### src/rtl/spi_port_pkg.sv
package spi_port_pkg;

    typedef enum logic [1:0] {
        SEL_DATA = 2'd0,
        SEL_STAT = 2'd1,
        SEL_CTRL = 2'd2,
        SEL_DIV  = 2'd3
    } reg_sel_e;

    localparam int unsigned STAT_EMPTY = 0;
    localparam int unsigned STAT_DONE  = 1;
    localparam int unsigned STAT_RX    = 2;

    typedef struct packed {
        logic ie_empty;
        logic ie_done;
        logic ie_rx;
        logic tx_en;
        logic rx_en;
        logic lsb_first;
        logic cpha;
        logic cpol;
    } ctrl_t;

endpackage

### src/rtl/spi_port_clkdiv.sv
module spi_port_clkdiv #(
    parameter int unsigned DIV_W = 8
) (
    input  logic             clk,
    input  logic             rst_n,
    input  logic             run,
    input  logic [DIV_W-1:0] div,
    output logic             tick
);

    typedef struct packed {
        logic [DIV_W-1:0] cnt;
    } div_state_t;

    div_state_t st_d, st_q;

    always_comb begin
        st_d = st_q;
        tick = 1'b0;
        if (!run) begin
            st_d.cnt = '0;
        end else if (st_q.cnt == div) begin
            tick     = 1'b1;
            st_d.cnt = '0;
        end else begin
            st_d.cnt = st_q.cnt + 1'b1;
        end
    end

    always_ff @(posedge clk or negedge rst_n) begin
        if (!rst_n) st_q <= '0;
        else        st_q <= st_d;
    end

endmodule

### src/rtl/spi_port_shifter.sv
module spi_port_shifter #(
    parameter int unsigned DATA_W = 8
) (
    input  logic              clk,
    input  logic              rst_n,
    input  logic              start,
    input  logic [DATA_W-1:0] start_data,
    input  logic              cpol,
    input  logic              cpha,
    input  logic              lsb_first,
    input  logic              tick,
    input  logic              miso,
    output logic              busy,
    output logic              sclk,
    output logic              mosi,
    output logic              done,
    output logic [DATA_W-1:0] rx_word
);

    localparam int unsigned EDGES = 2 * DATA_W;
    localparam int unsigned EW    = $clog2(EDGES);

    typedef struct packed {
        logic              busy;
        logic              phase;
        logic [EW-1:0]     edge_idx;
        logic [DATA_W-1:0] tx_sr;
        logic [DATA_W-1:0] rx_sr;
        logic              f_cpol;
        logic              f_cpha;
        logic              f_lsb;
    } sh_state_t;

    sh_state_t st_d, st_q;

    function automatic logic [DATA_W-1:0] flip(input logic [DATA_W-1:0] v);
        logic [DATA_W-1:0] r;
        for (int i = 0; i < DATA_W; i++) r[i] = v[DATA_W-1-i];
        return r;
    endfunction

    always_comb begin
        st_d = st_q;
        done = 1'b0;
        if (start && !st_q.busy) begin
            st_d.busy     = 1'b1;
            st_d.phase    = 1'b0;
            st_d.edge_idx = '0;
            st_d.tx_sr    = lsb_first ? flip(start_data) : start_data;
            st_d.rx_sr    = '0;
            st_d.f_cpol   = cpol;
            st_d.f_cpha   = cpha;
            st_d.f_lsb    = lsb_first;
        end else if (st_q.busy && tick) begin
            st_d.phase    = ~st_q.phase;
            st_d.edge_idx = st_q.edge_idx + 1'b1;
            if (st_q.edge_idx[0] == st_q.f_cpha) begin
                st_d.rx_sr = {st_q.rx_sr[DATA_W-2:0], miso};
            end else if (st_q.edge_idx != '0) begin
                st_d.tx_sr = {st_q.tx_sr[DATA_W-2:0], 1'b0};
            end
            if (st_q.edge_idx == EW'(EDGES - 1)) begin
                st_d.busy  = 1'b0;
                st_d.phase = 1'b0;
                done       = 1'b1;
            end
        end
    end

    assign rx_word = st_q.f_lsb ? flip(st_d.rx_sr) : st_d.rx_sr;
    assign busy    = st_q.busy;
    assign sclk    = st_q.busy ? (st_q.f_cpol ^ st_q.phase) : cpol;
    assign mosi    = st_q.tx_sr[DATA_W-1];

    always_ff @(posedge clk or negedge rst_n) begin
        if (!rst_n) st_q <= '0;
        else        st_q <= st_d;
    end

endmodule

### src/rtl/spi_port_regs.sv
module spi_port_regs
    import spi_port_pkg::*;
#(
    parameter int unsigned DATA_W = 8,
    parameter int unsigned DIV_W  = 8
) (
    input  logic              clk,
    input  logic              rst_n,
    input  logic              bus_wr,
    input  logic              bus_rd,
    input  logic [1:0]        bus_addr,
    input  logic [DATA_W-1:0] bus_wdata,
    output logic [DATA_W-1:0] bus_rdata,
    input  logic              gie,
    input  logic              done_ack,
    input  logic              busy,
    input  logic              frame_done,
    input  logic [DATA_W-1:0] rx_word,
    output ctrl_t             ctrl,
    output logic [DIV_W-1:0]  div,
    output logic              start,
    output logic [DATA_W-1:0] start_data,
    output logic              stat_empty,
    output logic              stat_done,
    output logic              stat_rx,
    output logic              irq_rx,
    output logic              irq_done,
    output logic              irq_empty
);

    typedef struct packed {
        ctrl_t             ctrl;
        logic [DIV_W-1:0]  div;
        logic [DATA_W-1:0] tx_buf;
        logic              buf_full;
        logic              tx_done;
        logic [DATA_W-1:0] rx_buf;
        logic              rx_full;
    } reg_state_t;

    reg_state_t st_d, st_q;
    reg_sel_e   sel;
    logic       wr_data, wr_stat, wr_ctrl, wr_div, rd_data;
    logic [2:0] stat_bits;

    assign sel     = reg_sel_e'(bus_addr);
    assign wr_data = bus_wr && (sel == SEL_DATA);
    assign wr_stat = bus_wr && (sel == SEL_STAT);
    assign wr_ctrl = bus_wr && (sel == SEL_CTRL);
    assign wr_div  = bus_wr && (sel == SEL_DIV);
    assign rd_data = bus_rd && (sel == SEL_DATA);

    always_comb begin
        st_d  = st_q;
        start = st_q.ctrl.tx_en && st_q.buf_full && !busy;

        if (start) st_d.buf_full = 1'b0;
        if (wr_data && st_q.ctrl.tx_en && !st_q.buf_full) begin
            st_d.tx_buf   = bus_wdata;
            st_d.buf_full = 1'b1;
        end

        if (wr_ctrl) st_d.ctrl = ctrl_t'(bus_wdata[7:0]);
        if (wr_div)  st_d.div  = bus_wdata[DIV_W-1:0];

        if ((wr_stat && bus_wdata[STAT_DONE]) || done_ack) st_d.tx_done = 1'b0;
        if (frame_done && !st_d.buf_full)                  st_d.tx_done = 1'b1;

        if (rd_data) st_d.rx_full = 1'b0;
        if (frame_done && st_q.ctrl.rx_en) begin
            st_d.rx_buf  = rx_word;
            st_d.rx_full = 1'b1;
        end
        if (!st_q.ctrl.rx_en) begin
            st_d.rx_buf  = '0;
            st_d.rx_full = 1'b0;
        end
    end

    assign stat_empty = !st_q.buf_full;
    assign stat_done  = st_q.tx_done;
    assign stat_rx    = st_q.rx_full;
    assign stat_bits  = {stat_rx, stat_done, stat_empty};

    always_comb begin
        unique case (sel)
            SEL_DATA: bus_rdata = st_q.rx_buf;
            SEL_STAT: bus_rdata = DATA_W'(stat_bits);
            SEL_CTRL: bus_rdata = DATA_W'(st_q.ctrl);
            default:  bus_rdata = DATA_W'(st_q.div);
        endcase
    end

    assign ctrl       = st_q.ctrl;
    assign div        = st_q.div;
    assign start_data = st_q.tx_buf;

    assign irq_rx    = gie && st_q.ctrl.ie_rx    && stat_rx;
    assign irq_done  = gie && st_q.ctrl.ie_done  && stat_done;
    assign irq_empty = gie && st_q.ctrl.ie_empty && stat_empty;

    always_ff @(posedge clk or negedge rst_n) begin
        if (!rst_n) st_q <= '0;
        else        st_q <= st_d;
    end

endmodule

### src/rtl/spi_master_port.sv
module spi_master_port
    import spi_port_pkg::*;
#(
    parameter int unsigned DATA_W = 8,
    parameter int unsigned DIV_W  = 8
) (
    input  logic              clk,
    input  logic              rst_n,
    input  logic              bus_wr,
    input  logic              bus_rd,
    input  logic [1:0]        bus_addr,
    input  logic [DATA_W-1:0] bus_wdata,
    output logic [DATA_W-1:0] bus_rdata,
    input  logic              gie,
    input  logic              done_ack,
    output logic              sclk,
    output logic              mosi,
    input  logic              miso,
    output logic              irq_rx,
    output logic              irq_done,
    output logic              irq_empty
);

    ctrl_t             ctrl;
    logic [DIV_W-1:0]  div_val;
    logic              start, busy, tick, frame_done;
    logic [DATA_W-1:0] start_data, rx_word;
    logic              stat_empty, stat_done, stat_rx;
    logic              ctrl_rx_en, ctrl_tx_en;

    assign ctrl_rx_en = ctrl.rx_en;
    assign ctrl_tx_en = ctrl.tx_en;

    spi_port_regs #(.DATA_W(DATA_W), .DIV_W(DIV_W)) u_regs (
        .clk        (clk),
        .rst_n      (rst_n),
        .bus_wr     (bus_wr),
        .bus_rd     (bus_rd),
        .bus_addr   (bus_addr),
        .bus_wdata  (bus_wdata),
        .bus_rdata  (bus_rdata),
        .gie        (gie),
        .done_ack   (done_ack),
        .busy       (busy),
        .frame_done (frame_done),
        .rx_word    (rx_word),
        .ctrl       (ctrl),
        .div        (div_val),
        .start      (start),
        .start_data (start_data),
        .stat_empty (stat_empty),
        .stat_done  (stat_done),
        .stat_rx    (stat_rx),
        .irq_rx     (irq_rx),
        .irq_done   (irq_done),
        .irq_empty  (irq_empty)
    );

    spi_port_clkdiv #(.DIV_W(DIV_W)) u_div (
        .clk   (clk),
        .rst_n (rst_n),
        .run   (busy),
        .div   (div_val),
        .tick  (tick)
    );

    spi_port_shifter #(.DATA_W(DATA_W)) u_shift (
        .clk        (clk),
        .rst_n      (rst_n),
        .start      (start),
        .start_data (start_data),
        .cpol       (ctrl.cpol),
        .cpha       (ctrl.cpha),
        .lsb_first  (ctrl.lsb_first),
        .tick       (tick),
        .miso       (miso),
        .busy       (busy),
        .sclk       (sclk),
        .mosi       (mosi),
        .done       (frame_done),
        .rx_word    (rx_word)
    );

endmodule

### config.mk
export PLATFORM = sky130hd
export DESIGN_NAME = spi_master_port
export DESIGN_NICKNAME = d
export VERILOG_FILES = /design/src/rtl/spi_port_pkg.sv /design/src/rtl/spi_port_clkdiv.sv /design/src/rtl/spi_port_shifter.sv /design/src/rtl/spi_port_regs.sv /design/src/rtl/spi_master_port.sv
export SDC_FILE = /design/constraint.sdc
export NUM_CORES = 1
export LEC_CHECK = 0
export ABC_AREA = 1
export BUFFER_PORTS_ARGS = -buffer_cell sky130_fd_sc_hd__buf_2
export CAP_MARGIN = 20
export CORE_AREA = 2 2 86 88
export CTS_CLUSTER_DIAMETER = 50
export DETAILED_ROUTE_END_ITERATION = 6
export DIE_AREA = 0 0 88 90
export PLACE_DENSITY = 0.7
export SETUP_SLACK_MARGIN = 0.3
export SYNTH_ARGS = -nofsm -noshare
export SYNTH_HDL_FRONTEND = slang
export SYNTH_SLANG_ARGS = --single-unit
export TNS_END_PERCENT = 10
### constraint.sdc
create_clock -name clk -period 4.4 [get_ports clk]
set_input_delay 0.22 -clock clk [delete_from_list [all_inputs] [get_ports clk]]
set_output_delay 0.22 -clock clk [all_outputs]
set_load 0.03 [all_outputs]
==> metrics.cfg <==
[setup_path]
path_class=reg -> reg
crit_required_ns=4.64
end_kind=flip-flop
path_buf_inv=1
cp_max_fo=24
critical_path.cell_chain=inv_1 -> nand3_1 -> o21ai_2 -> o21ai_0 -> o21ai_0
cpMostUsedCell=o21ai_0
max_stage_delay_ns=0.61
cp.arrival_ns=2.40
slowest_stage=nand3_1
start_kind=flip-flop
cp_top_family=compound AO/OA/AOI/OAI gates

[floorplanning]
die_w_um=88
rows=31
start_util_pct=49.8
core-area_um2=7020
die_y_um=90
pin_count=30
die-area_um2=7920

[cts]
post_cts_resized=0
cts.clk_slew.worst_paths_ns=0.09
cts.sinks=68
clk_path_buf_depth=2
post_cts_buffers=0
hold_buffers=0
h-tree-depth=3
cts_root_buffer=clkbuf_8
worstSkewPairLatency_ns=0.34
cts_tree=yes
cts-buffers-inserted=9

[timing]
setup_viol=0
max_freq_mhz=463
min_period_ns=2.16
hold_viol_final=0
finalCritPeriodShare_pct=49.1
drv_slew=0
grt_setup_unrepaired=false
slew_headroom_pct=41.5
worst_pin_slew_ns=0.875
skew_ns=0.0122
setup_tns_ns=0

[synthesis]
ys_types=31
synthTopCellsByArea=dfrtp_1, nand2_1, inv_1
synth_seq_cells=68
synth_nets=482
synth_common_cells=nand2_1, dfrtp_1, inv_1
synth_warnings=0
yosys.cell_count.top_type=nand2_1
ys_async_sr_fraction_pct=100
synth_top_cell_by_area=dfrtp_1
synth_seq_area_share_pct=48.6
synth_edf_count=0
netlist_area_um2=3500
synth_top_area_share_pct=48.6
ys.flop_type=dfrtp_1
syn-instance-count=462
avgSynthCellArea_um2=7.57

[pwr]
power.total_mw=2.15
leakage_nw=2.03
powerDensity_nw_per_um2=548
ir_worst_vdd_mv=0.311

[global_route]
grt_max_degree=69
grt_pass1_wl_mm=13.6
grt.total_usage_pct=21.9
grt.overflow.total=0
grt_pass1_vias=2838
antenna_found_initial=0

[routing]
firstDrtPassIters=5
vias=3008
vias_per_cell=5.05
met1_length_mm=3.78
maxUsedRoutingLayer=met4
ant_nets=0
route.detailed.drc=0
met3WireLength_um=392
wl_met2_mm=3.47
detail_route.iter0.violations=267
post_drt_wl_per_cell_um=13.1
routed_wl_mm=7.79

[cells_and_area]
fin_nets=512
synthToLayoutAreaGrowth_pct=12.1
num_antenna_cells=0
drive_gt1_share_pct=11.1
final_cells=596

[min_path]
min_path_type=in -> async

[outcome]
status=finished clean

[place]
gp_congestion=0.907
hpwl_mm=5.63
numPlacedInstances=580
port_buffers=29

[job]
drv_cap=0

sequential cells by signal (all words and copies together), names as in the netlist:
signal,flops
u_regs.stat_rx,1
u_regs.div,8
u_shift.busy,1
u_regs.stat_done,1
u_regs.start_data,8
u_regs.ctrl,8
u_div.st_q,8
u_shift.st_q,23
u_regs.st_q,9
u_shift.mosi,1
cell type report:
type | count | area (um^2)
Multi-Input combinational cell | 319 | 1500
Clock inverter | 7 | 82.6
Clock buffer | 9 | 124
Sequential cell | 68 | 1700
Inverter | 64 | 240
Fill cell | 671 | 3100
Timing Repair Buffer | 30 | 153
Tap cell | 99 | 124
cells in the final DEF (no fill, tap or decap), types with 2 or more instances in the layout:
master and count:
nor3b_1 2, xnor2_1 6, nor3_1 3, buf_2 29, o22ai_1 4, inv_6 3
nand3_1 23, nor2_4 3, dfrtp_1 68, inv_1 62, nor2_1 24, o21ai_1 5
nand2_1 168, nand4_1 10, clkbuf_8 9, nor2_2 2, clkinvlp_4 2, a21oi_1 8
o211ai_1 3, o21ai_0 44, xor2_1 3, ha_1 3
cell families (layout without fill, tap and decap cells):
kind of cell	Yosys count	in the layout	share of synthesized area (%)
AOI/OAI and AO/OA	70	70	10.9
xor gates and xnor gates	9	9	2.25
adders and majority gates	3	3	1.07
buffers and inverters	75	110	8.58
DFF	68	68	48.6
and+or+nand+nor	237	237	28.5
worst register-to-register path: stages, from the launching register on:
cell,delay [ns]
dfrtp_1,0.53
inv_1,0.14
nand3_1,0.61
o21ai_2,0.49
o21ai_0,0.16
o21ai_0,0.12
layer usage:
metal,up-vias,global-route usage [%]
li1,1524,-
met3,14,5.05
met5,-,0
met2,85,31.1
met4,0,7.44
met1,1385,32.8
final timing paths:
| path | start | end | slack [ns] | depth (start not counted) |
|---|---|---|---|---|
| worst max-delay path | u_shift.busy | u_shift.st_q[15] | 2.24 | 5 |
| worst min-delay path | rst_n | u_div.st_q[4] | 0.05 | 2 |
| worst max register to register | u_shift.busy | u_shift.st_q[15] | 2.24 | 5 |
| worst min register to register | u_regs.st_q[2] | u_regs.st_q[2] | 0.49 | 2 |
| max in group asynchronous | rst_n | u_shift.st_q[15] | 3.79 | 2 |
| min in group clk | done_ack | u_regs.stat_done | 0.09 | 2 |
report_power, final:
group          switching, mW  internal, mW
sequential             0.153         0.771
clock                  0.272         0.272
combinational          0.455         0.227
per-stage QoR:
step           hold WS (ns)  instance area (um^2)  setup WS, ns  utilization [%]
4_1_cts              0.0786                  3920          2.29             55.9
3_5_place_dp          0.456                  3710          2.33             52.9
3_3_place_gp          0.440                  3710          2.43             52.9
5_1_grt              0.0751                  3920          1.95             55.9
6_report             0.0525                  3920          2.24             55.9
2_1_floorplan       -0.0756                  3500          2.91                -
Note: power is estimated with default switching activity, not from simulation.
